### src/rtl/gpio_ctl_pkg.sv
// Shared definitions for the GPIO controller.
// Assumes 32-bit data words and the type order that sets the address map.
package gpio_ctl_pkg;
    localparam int DW = 32;

    typedef enum logic [2:0] {
        RT_LEVEL = 3'd0,
        RT_DIR   = 3'd1,
        RT_SET   = 3'd2,
        RT_CLR   = 3'd3,
        RT_RISE  = 3'd4,
        RT_FALL  = 3'd5,
        RT_STAT  = 3'd6,
        RT_ALTF  = 3'd7
    } reg_type_e;
endpackage

### src/rtl/gpio_ctl_sync.sv
// Multi-stage synchroniser for asynchronous pin inputs.
// Assumes each bit is independent; there is no bus coherency across bits.
module gpio_ctl_sync #(
    parameter int W      = 32,
    parameter int STAGES = 2
) (
    input  logic         clk,
    input  logic         rst_n,
    input  logic [W-1:0] d,
    output logic [W-1:0] q
);
    logic [W-1:0] chain [STAGES];

    // Shift the inputs through the flop chain.
    always_ff @(posedge clk) begin
        if (!rst_n) begin
            for (int i = 0; i < STAGES; i++) chain[i] <= '0;
        end else begin
            chain[0] <= d;
            for (int i = 1; i < STAGES; i++) chain[i] <= chain[i-1];
        end
    end

    assign q = chain[STAGES-1];
endmodule

### src/rtl/gpio_ctl_port.sv
// Direction and output latch for one 32-pin word.
// Assumes at most one of the write strobes is high in a cycle.
module gpio_ctl_port
    import gpio_ctl_pkg::*;
(
    input  logic          clk,
    input  logic          rst_n,
    input  logic          wr_dir,
    input  logic          wr_set,
    input  logic          wr_clr,
    input  logic [DW-1:0] wdata,
    output logic [DW-1:0] dir_q,
    output logic [DW-1:0] out_q
);
    // Direction register: plain load.
    always_ff @(posedge clk) begin
        if (!rst_n)      dir_q <= '0;
        else if (wr_dir) dir_q <= wdata;
    end

    // Output latch: ones in set raise, ones in clear lower.
    always_ff @(posedge clk) begin
        if (!rst_n)      out_q <= '0;
        else if (wr_set) out_q <= out_q | wdata;
        else if (wr_clr) out_q <= out_q & ~wdata;
    end

    p_set_raises_r4: assert property (@(posedge clk) disable iff (!rst_n)
        wr_set |=> ((out_q & $past(wdata)) == $past(wdata)));
    p_clr_lowers_r5: assert property (@(posedge clk) disable iff (!rst_n)
        wr_clr |=> ((out_q & $past(wdata)) == '0));
    p_out_hold_r4: assert property (@(posedge clk) disable iff (!rst_n)
        (!wr_set && !wr_clr) |=> $stable(out_q));
endmodule

### src/rtl/gpio_ctl_edge.sv
// Edge detection, enables and sticky status for one 32-pin word.
// Assumes lvl is already synchronised; an edge is lvl differing from its last value.
module gpio_ctl_edge
    import gpio_ctl_pkg::*;
(
    input  logic          clk,
    input  logic          rst_n,
    input  logic [DW-1:0] lvl,
    input  logic          wr_rise,
    input  logic          wr_fall,
    input  logic          wr_stat,
    input  logic [DW-1:0] wdata,
    output logic [DW-1:0] rise_en,
    output logic [DW-1:0] fall_en,
    output logic [DW-1:0] stat
);
    logic [DW-1:0] prev;
    logic [DW-1:0] hits;
    logic [DW-1:0] clr_mask;

    // Remember the level of the previous cycle.
    always_ff @(posedge clk) begin
        if (!rst_n) prev <= '0;
        else        prev <= lvl;
    end

    // Edge enables: plain loads.
    always_ff @(posedge clk) begin
        if (!rst_n) begin
            rise_en <= '0;
            fall_en <= '0;
        end else begin
            if (wr_rise) rise_en <= wdata;
            if (wr_fall) fall_en <= wdata;
        end
    end

    // Armed edges this cycle, and the bits a write-one-to-clear targets.
    always_comb begin
        hits     = (lvl & ~prev & rise_en) | (~lvl & prev & fall_en);
        clr_mask = wr_stat ? wdata : '0;
    end

    // Sticky status: a new edge outranks a clear of the same bit.
    always_ff @(posedge clk) begin
        if (!rst_n) stat <= '0;
        else        stat <= (stat & ~clr_mask) | hits;
    end

    p_sticky_r7: assert property (@(posedge clk) disable iff (!rst_n)
        !wr_stat |=> ((stat & $past(stat)) == $past(stat)));
    p_edge_wins_r8: assert property (@(posedge clk) disable iff (!rst_n)
        wr_stat |=> ((stat & $past(hits)) == $past(hits)));
    p_clear_r7: assert property (@(posedge clk) disable iff (!rst_n)
        wr_stat |=> ((stat & $past(wdata & ~hits)) == '0));
    p_reset_r11: assert property (@(posedge clk)
        !rst_n |=> (stat == '0 && rise_en == '0 && fall_en == '0));
endmodule

### src/rtl/gpio_ctl.sv
// GPIO controller top: address decode, per-word banks, alternate-function
// storage, read mux and interrupt OR. Assumes NUM_PINS is a multiple of 32
// and a single-cycle bus with a combinational read.
module gpio_ctl
    import gpio_ctl_pkg::*;
#(
    parameter int NUM_PINS = 64,
    parameter int ADDR_W   = $clog2(NUM_PINS / 32 * 36)
) (
    input  logic                  clk,
    input  logic                  rst_n,
    input  logic [ADDR_W-1:0]     bus_addr,
    input  logic                  bus_wr,
    input  logic [31:0]           bus_wdata,
    output logic [31:0]           bus_rdata,
    input  logic [NUM_PINS-1:0]   pin_in,
    output logic [NUM_PINS-1:0]   pin_out,
    output logic [NUM_PINS-1:0]   pin_oe,
    output logic [2*NUM_PINS-1:0] alt_sel,
    output logic                  irq
);
    localparam int NW  = NUM_PINS / DW;
    localparam int NAF = 2 * NW;
    localparam int NWORDS = 7 * NW + NAF;

    logic [NUM_PINS-1:0] lvl_all;
    logic [NUM_PINS-1:0] stat_all;
    logic [DW-1:0] lvl_w  [NW];
    logic [DW-1:0] dir_w  [NW];
    logic [DW-1:0] out_w  [NW];
    logic [DW-1:0] rise_w [NW];
    logic [DW-1:0] fall_w [NW];
    logic [DW-1:0] stat_w [NW];
    logic [DW-1:0] af_w   [NAF];

    int        word_lin;
    int        sel_word;
    logic      in_map;
    reg_type_e type_code;
    logic [NW-1:0]  wr_dir, wr_set, wr_clr, wr_rise, wr_fall, wr_stat;
    logic [NAF-1:0] wr_af;

    gpio_ctl_sync #(.W(NUM_PINS), .STAGES(2)) u_sync (
        .clk(clk), .rst_n(rst_n), .d(pin_in), .q(lvl_all)
    );

    // Split the byte address into register type and word index.
    always_comb begin
        word_lin = int'(bus_addr[ADDR_W-1:2]);
        in_map   = (bus_addr[1:0] == 2'b00) && (word_lin < NWORDS);
        if (word_lin >= 7 * NW) begin
            type_code = RT_ALTF;
            sel_word  = word_lin - 7 * NW;
        end else begin
            type_code = reg_type_e'(3'(word_lin / NW));
            sel_word  = word_lin % NW;
        end
    end

    // Per-word write strobes.
    always_comb begin
        for (int w = 0; w < NW; w++) begin
            wr_dir[w]  = bus_wr && in_map && type_code == RT_DIR  && sel_word == w;
            wr_set[w]  = bus_wr && in_map && type_code == RT_SET  && sel_word == w;
            wr_clr[w]  = bus_wr && in_map && type_code == RT_CLR  && sel_word == w;
            wr_rise[w] = bus_wr && in_map && type_code == RT_RISE && sel_word == w;
            wr_fall[w] = bus_wr && in_map && type_code == RT_FALL && sel_word == w;
            wr_stat[w] = bus_wr && in_map && type_code == RT_STAT && sel_word == w;
        end
        for (int a = 0; a < NAF; a++)
            wr_af[a] = bus_wr && in_map && type_code == RT_ALTF && sel_word == a;
    end

    for (genvar w = 0; w < NW; w++) begin : g_word
        assign lvl_w[w] = lvl_all[w*DW +: DW];

        gpio_ctl_port u_port (
            .clk(clk), .rst_n(rst_n),
            .wr_dir(wr_dir[w]), .wr_set(wr_set[w]), .wr_clr(wr_clr[w]),
            .wdata(bus_wdata), .dir_q(dir_w[w]), .out_q(out_w[w])
        );

        gpio_ctl_edge u_edge (
            .clk(clk), .rst_n(rst_n), .lvl(lvl_w[w]),
            .wr_rise(wr_rise[w]), .wr_fall(wr_fall[w]), .wr_stat(wr_stat[w]),
            .wdata(bus_wdata), .rise_en(rise_w[w]), .fall_en(fall_w[w]),
            .stat(stat_w[w])
        );

        assign pin_out[w*DW +: DW]  = out_w[w];
        assign pin_oe[w*DW +: DW]   = dir_w[w];
        assign stat_all[w*DW +: DW] = stat_w[w];
    end

    for (genvar a = 0; a < NAF; a++) begin : g_altf
        // Alternate-function word: 16 two-bit fields.
        always_ff @(posedge clk) begin
            if (!rst_n)      af_w[a] <= '0;
            else if (wr_af[a]) af_w[a] <= bus_wdata;
        end
        assign alt_sel[a*DW +: DW] = af_w[a];
    end

    // Read mux over the selected type and word.
    always_comb begin
        bus_rdata = '0;
        if (in_map) begin
            for (int w = 0; w < NAF; w++) begin
                if (sel_word == w) begin
                    if (type_code == RT_ALTF) bus_rdata = af_w[w];
                    else if (w < NW) begin
                        case (type_code)
                            RT_LEVEL:       bus_rdata = lvl_w[w % NW];
                            RT_DIR:         bus_rdata = dir_w[w % NW];
                            RT_SET, RT_CLR: bus_rdata = out_w[w % NW];
                            RT_RISE:        bus_rdata = rise_w[w % NW];
                            RT_FALL:        bus_rdata = fall_w[w % NW];
                            RT_STAT:        bus_rdata = stat_w[w % NW];
                            default:        bus_rdata = '0;
                        endcase
                    end
                end
            end
        end
    end

    assign irq = |stat_all;

    p_irq_hold_r9: assert property (@(posedge clk) disable iff (!rst_n)
        (irq && !bus_wr) |=> irq);
    p_irq_quiet_r9: assert property (@(posedge clk) disable iff (!rst_n)
        (stat_w[0] != '0) |-> irq);
    p_reset_out_r11: assert property (@(posedge clk)
        !rst_n |=> (pin_out == '0 && pin_oe == '0 && alt_sel == '0));
endmodule

### config.mk
export PLATFORM = sky130hd
export DESIGN_NAME = gpio_ctl
export DESIGN_NICKNAME = d
export VERILOG_FILES = /design/src/rtl/gpio_ctl_pkg.sv /design/src/rtl/gpio_ctl_sync.sv /design/src/rtl/gpio_ctl_port.sv /design/src/rtl/gpio_ctl_edge.sv /design/src/rtl/gpio_ctl.sv
export SDC_FILE = /design/constraint.sdc
export NUM_CORES = 1
export LEC_CHECK = 0
export BUFFER_PORTS_ARGS = -buffer_cell sky130_fd_sc_hd__buf_2
export CORE_UTILIZATION = 45
export DETAILED_ROUTE_END_ITERATION = 10
export HOLD_SLACK_MARGIN = 0.06
export MAX_ROUTING_LAYER = met4
export PLACE_DENSITY = 0.77
export REMOVE_ABC_BUFFERS = 1
export SLEW_MARGIN = 5
export SYNTH_ARGS = -nofsm -noshare
export SYNTH_HDL_FRONTEND = slang
export SYNTH_SLANG_ARGS = --single-unit
export TNS_END_PERCENT = 20
### constraint.sdc
create_clock -name clk -period 8.1 [get_ports clk]
set_clock_uncertainty 0.15 [all_clocks]
set_input_delay 0.81 -clock clk [delete_from_list [all_inputs] [get_ports clk]]
set_output_delay 0.81 -clock clk [all_outputs]
set_load 0.005 [all_outputs]
# Word level (Yosys, flattened, before mapping)
# Memory sizes are Yosys's and may differ from the RTL's.
# Cells that the tools add are included.
# totals
ram_bits	256
input_bits	106
elab_cells	129
reg_bits	384
mem_count	2
# classes
bitwise	31
n_reduce_logical	32
n_mux	39
n_eq_ne	10
addsub	1
order_cmp	2
# memory_table
memory	depth	width	read_ports	rd_clocked_by_memory_dff	wr	line	text
af_w	4	32	4	0	4	gpio_ctl.sv:34	logic [DW-1:0] af_w [NAF];
u_sync.chain	2	64	2	0	2	gpio_ctl_sync.sv:12	logic [W-1:0] chain [STAGES];
# ops
cell	count
2-to-1 mux 32 bit	20
AND 32 bit	12
case mux 32 bit (6 select lines)	2
inverter 32 bit	7
OR 32 bit	6
2-to-1 mux 64 bit	2
== test 32 x 3 -> 1 bit, second input constant	2
OR reduction 64 bit	1
== test 32 x 2 -> 1 bit, second input constant	1
zero test 32 bit	1
logical AND 1 bit	25
2-to-1 mux 1 bit	14
== test 3 bit, second input constant	4
== test 3 x 2 -> 1 bit, second input constant	2
OR 1 bit	6
subtractor 5 x 4 -> 6 bit, second input constant	1
greater-or-equal comparator 5 x 4 -> 1 bit, second input constant	1
< comparator 5 bit, second input constant	1
nonzero test 2 bit	2
== test 3 x 1 -> 1 bit, second input constant	1
zero test 3 bit	1
2-to-1 mux 3 bit	1
zero test 2 bit	1
OR reduction 2 bit	1

# Depth between registers and ports, before layout
# logic_depth
ltp_word	13
ltp_mapped	12
mapped_depth_nobuf	8

# Cells and area by module
# Synthesis repeated with hierarchy kept, for this count alone.
# hier_totals
hier_cells	2847
hier_area_um2	29413.2
# modules_own_cells
module	n_inst	cells_each	seq_area_each_um2	area_each_um2
gpio_ctl	1	1143	3843.7	10207.3
gpio_ctl_edge	2	441	2562.5	5066.1
gpio_ctl_port	2	244	1281.2	2521.2
gpio_ctl_sync	1	334	2562.5	4031.4

# Least setup slack after synthesis
# Ideal clock, no wire load.
# synth_path
kind	input-to-reg
start	input port bus_addr[4]
end	memory af_w[0][0], enable pin
n_path_buf	3
required_ns	7.440
path_stages	8
t_arrival_ns	5.608
slack_ns	1.832
setup_time_ns	0.510
path_cell_list	buf_4 > inv_1 > clkbuf_1 > ha_1 > nand2b_1 > o221a_4 > buf_6 > o41ai_1
# synth_lines
element	line	text
start, declared	gpio_ctl.sv:12	input logic [ADDR_W-1:0] bus_addr,
end, declared	gpio_ctl.sv:34	

# Worst setup path after layout
# layout_path
start	input port bus_addr[4]
end	output port bus_rdata[23]
# layout_via
elab_chain_cells	13
word_cells_on_any_way	30
# layout_rtl
element	line	text
greater-or-equal comparator 5 x 4 -> 1 bit	gpio_ctl.sv:51	if (word_lin >= 7 * NW) begin
2-to-1 mux 3 bit	gpio_ctl.sv:51	
== test 3 x 2 -> 1 bit	gpio_ctl.sv:112	case (type_code)
OR reduction 2 bit	gpio_ctl.sv:112	
case mux 32 bit (6 select lines)	gpio_ctl.sv:112	
2-to-1 mux 32 bit	gpio_ctl.sv:110	if (type_code == RT_ALTF) bus_rdata = af_w[w];
2-to-1 mux 32 bit (2 in series)	gpio_ctl.sv:109	if (sel_word == w) begin
2-to-1 mux 32 bit	gpio_ctl.sv:110	
2-to-1 mux 32 bit	gpio_ctl.sv:109	
2-to-1 mux 32 bit	gpio_ctl.sv:110	
2-to-1 mux 32 bit	gpio_ctl.sv:109	
2-to-1 mux 32 bit *	gpio_ctl.sv:107	if (in_map) begin
end, declared	gpio_ctl.sv:15	output logic [31:0] bus_rdata,
# Mark *: on every way between the ends. The rest lies on a longest branch, timed or not.

==> flow_metrics.env <==
export IMPL_outcome="finished, final reports clean"
export IMPL_drive_above_1_share_pct=19.3
export IMPL_numCtsBuffers=71
export IMPL_grt_pass1_vias=21500
export IMPL_cellPowerDensity_mw_per_mm2=220
export IMPL_timing_max_cap_violations=0
export IMPL_crit_slowest_cell="and2_2"
export IMPL_ys_types=58
export IMPL_clkPwrFrac_pct=46.6
export IMPL_crit_path_max_fanout=41
export IMPL_p_total_mw=7.13
export IMPL_r2r_cells=2
export IMPL_min_from="pin_in[16]"
export IMPL_hold_violations=0
export IMPL_grt_pass1_wl_mm=140
export IMPL_netlist_area_mm2=0.0275
export IMPL_r2r_start="u_sync.chain[0][115]"
export IMPL_yosys_area_top_type_share_pct=37.2
export IMPL_rsz0062_at_grt="no"
export IMPL_hold_ws_ns=0.248
export IMPL_ir_drop_uv=139
export IMPL_synthCells=2769
export IMPL_startpoint_type="input port"
export IMPL_hold_depth=2
export IMPL_seq_area_frac_synth_pct=51.2
export IMPL_cts_resized_gates=0
export IMPL_vias_per_cell=5.88
export IMPL_syn_avg_cell_area_um2=9.94
export IMPL_antenna_found_initial=3
export IMPL_first_pass_iters=6
export IMPL_cpPeakStageDelay_ns=0.99
export IMPL_path_cells="buf_4, buf_4, nand2_1, mux2_2, o221ai_2, and2_2, nor2_1, a21oi_1, buf_2"
export IMPL_power_leakage_nw=12.9
export IMPL_hpwlAfterDp_mm=61.3
export IMPL_startpoint="bus_addr[4]"
export IMPL_grt_overflow_total=0
export IMPL_power_internal_mw=5.43
export IMPL_hold_path_class="input port to register"
export IMPL_dieArea_mm2=0.0622
export IMPL_period_share_pct=69.7
export IMPL_end_kind="output pin"
export IMPL_initial_utilization_pct=45.6
export IMPL_final_antenna_net_count=0
export IMPL_synth_top_area_cell="dfxtp_1"
export IMPL_pwr_share_comb_pct=6.1
export IMPL_grt_util_all_layers_pct=31.0
export IMPL_htree_levels=3
export IMPL_finalWirelength_mm=96.5
export IMPL_final_area_mm2=0.0324
export IMPL_most_common_layout_cells="512 x dfxtp_1, 390 x buf_2, 330 x and2_1"
export IMPL_setup_slack_ns=2.45
export IMPL_nNetsFinal=3155
export IMPL_drt_initial_drc_count=2472
export IMPL_wl_per_cell_um=24.8
export IMPL_root_buffer="clkbuf_16"
export IMPL_clock_sinks=640
export IMPL_switching_share_pct=23.7
export IMPL_rr_endpoint="g_word[1].u_edge.stat[19]"
export IMPL_gp_congestion=0.883
export IMPL_worst_pin_slew_ns=1.36
export IMPL_crit_family="simple AND/OR/NAND/NOR gates"
export IMPL_fin_tns_setup_ns=0
export IMPL_finalSetupViolCount=0
export IMPL_cpMostUsedCell="buf_4"
export IMPL_layout_commonest_cell="dfxtp_1"
export IMPL_drc=0
export IMPL_switchingPower_mw=1.69
export IMPL_min_to="u_sync.chain[0][16]"
export IMPL_io_pins=395
export IMPL_max_slew_margin_pct=8.58
export IMPL_synth_seq_cells=640
export IMPL_max_freq_mhz=177
export IMPL_slew_violations=0
export IMPL_grt_max_degree=228
export IMPL_die_height_um=249
export IMPL_path_clk_slew_ns=0.06
export IMPL_required_ns=7.14
export IMPL_cts_hold_buf=0
export IMPL_path_class="input port to output pin"
export IMPL_dpl_cell_area_mm2=0.0300
export IMPL_synth_edf_count=128
export IMPL_path_buf_inv=3
export IMPL_r2r_setup_slack_ns=7.05
export IMPL_cts_tree="yes"
export IMPL_p_seq_share_pct=47.3
export IMPL_cts_max_path_buffers=3
export IMPL_clock_latency_ns=0.62
export IMPL_syn_to_final_growth_pct=17.8
export IMPL_async_flop_share_pct=0
export IMPL_ys_flop_type="dfxtp_1"
export IMPL_min_period_ns=5.65
export IMPL_num_rows=90
export IMPL_post_cts_setup_buffers=0
export IMPL_vias=22900
export IMPL_core_mm2=0.0604
export IMPL_synthTopCellsByArea="dfxtp_1 37%, edfxtp_1 14%, mux2i_1 9.2%"
export IMPL_die_w_um=249
export IMPL_detailedPlace_worstSlack_ns=2.56
export IMPL_yosys_warnings=0
export IMPL_place_port_buffers=394
export IMPL_crit_arrival_ns=4.69
-- synthesized netlist by cell type (53+ instances only) --
cell,instances
a21oi_1,53
nor2b_1,131
mux2i_1,254
nand2_1,299
clkbuf_1,172
o21ai_0,191
edfxtp_1,128
and2_1,331
o21a_1,64
nand3b_1,75
nand3_1,73
dfxtp_1,512
a22oi_1,75
-- routing by layer --
metal | track usage (%) | vias to the layer above | routed length, um
li1 | - | 10400 | -
met1 | 40.4 | 11100 | 40700
met2 | 47.3 | 1173 | 43200
met3 | 6.88 | 242 | 8950
met4 | 11.3 | 0 | 3670
met5 | - | - | 0
-- logic make-up after synthesis --
group	Yosys count	synth area share, %
flops	640	51.2
simple gates	1033	21.2
fa+ha+maj	2	0.0909
xor+xnor	1	0.0318
mux	262	9.56
compound gates	590	14.1
buf+inv	241	3.79
-- worst reg2reg max path, cell delays in order (launching register included) --
cell,delay (ns)
dfxtp_1,0.45
o21ai_0,0.14
o21a_1,0.19
-- power groups by stage --
| stage | Clock, mW | Combinational [mW] | Sequential, mW |
|---|---|---|---|
| 2_1_floorplan | 0 | 0.145 | 3.43 |
| 3_3_place_gp | 0 | 0.424 | 3.44 |
| 3_5_place_dp | 0 | 0.427 | 3.44 |
| 4_1_cts | 3.35 | 0.428 | 3.37 |
| 5_1_grt | 3.47 | 0.455 | 3.37 |
| 6_report | 3.32 | 0.435 | 3.37 |
-- layout make-up --
class                   instances  area (um2)
repair buffers                442        2370
clock inverters                23         213
clock buffers                 108        2200
fillers                      5304       27900
diodes                          4        10.0
inverters                       4        15.0
flip-flops and latches        640       14100
well taps                     782         978
multi-input cells            1888       12600
-- stage by stage --
step / util [%] / cells
after floorplan: - / 2532
after global placement: 49.7 / 3756
after detailed placement: 49.7 / 3756
after CTS: 53.7 / 3887
after global routing: 53.7 / 3889
final: 53.7 / 3891
-- registers in the layout (all words and copies together) (netlist names), named ones only --
| name | cells |
|---|---|
| g_word.u_edge.rise_en | 64 |
| u_sync.chain | 128 |
| g_word.u_edge.prev | 64 |
| g_word.u_port.dir_q | 64 |
| g_word.u_edge.fall_en | 64 |
| af_w | 128 |
| g_word.u_edge.stat | 64 |
-- worst max path at each step --
| stage | end | slack, ns | cells past startpoint |
|---|---|---|---|
| 3_3_place_gp | bus_rdata[15] | 2.54 | 10 |
| 2_1_floorplan | af_w[1][0] | 1.47 | 5 |
| 5_1_grt | bus_rdata[15] | 2.43 | 10 |
| 6_report | bus_rdata[23] | 2.45 | 9 |
| 4_1_cts | bus_rdata[15] | 2.53 | 10 |
| 3_5_place_dp | bus_rdata[15] | 2.56 | 10 |
Note: power is estimated with default switching activity, not from simulation.
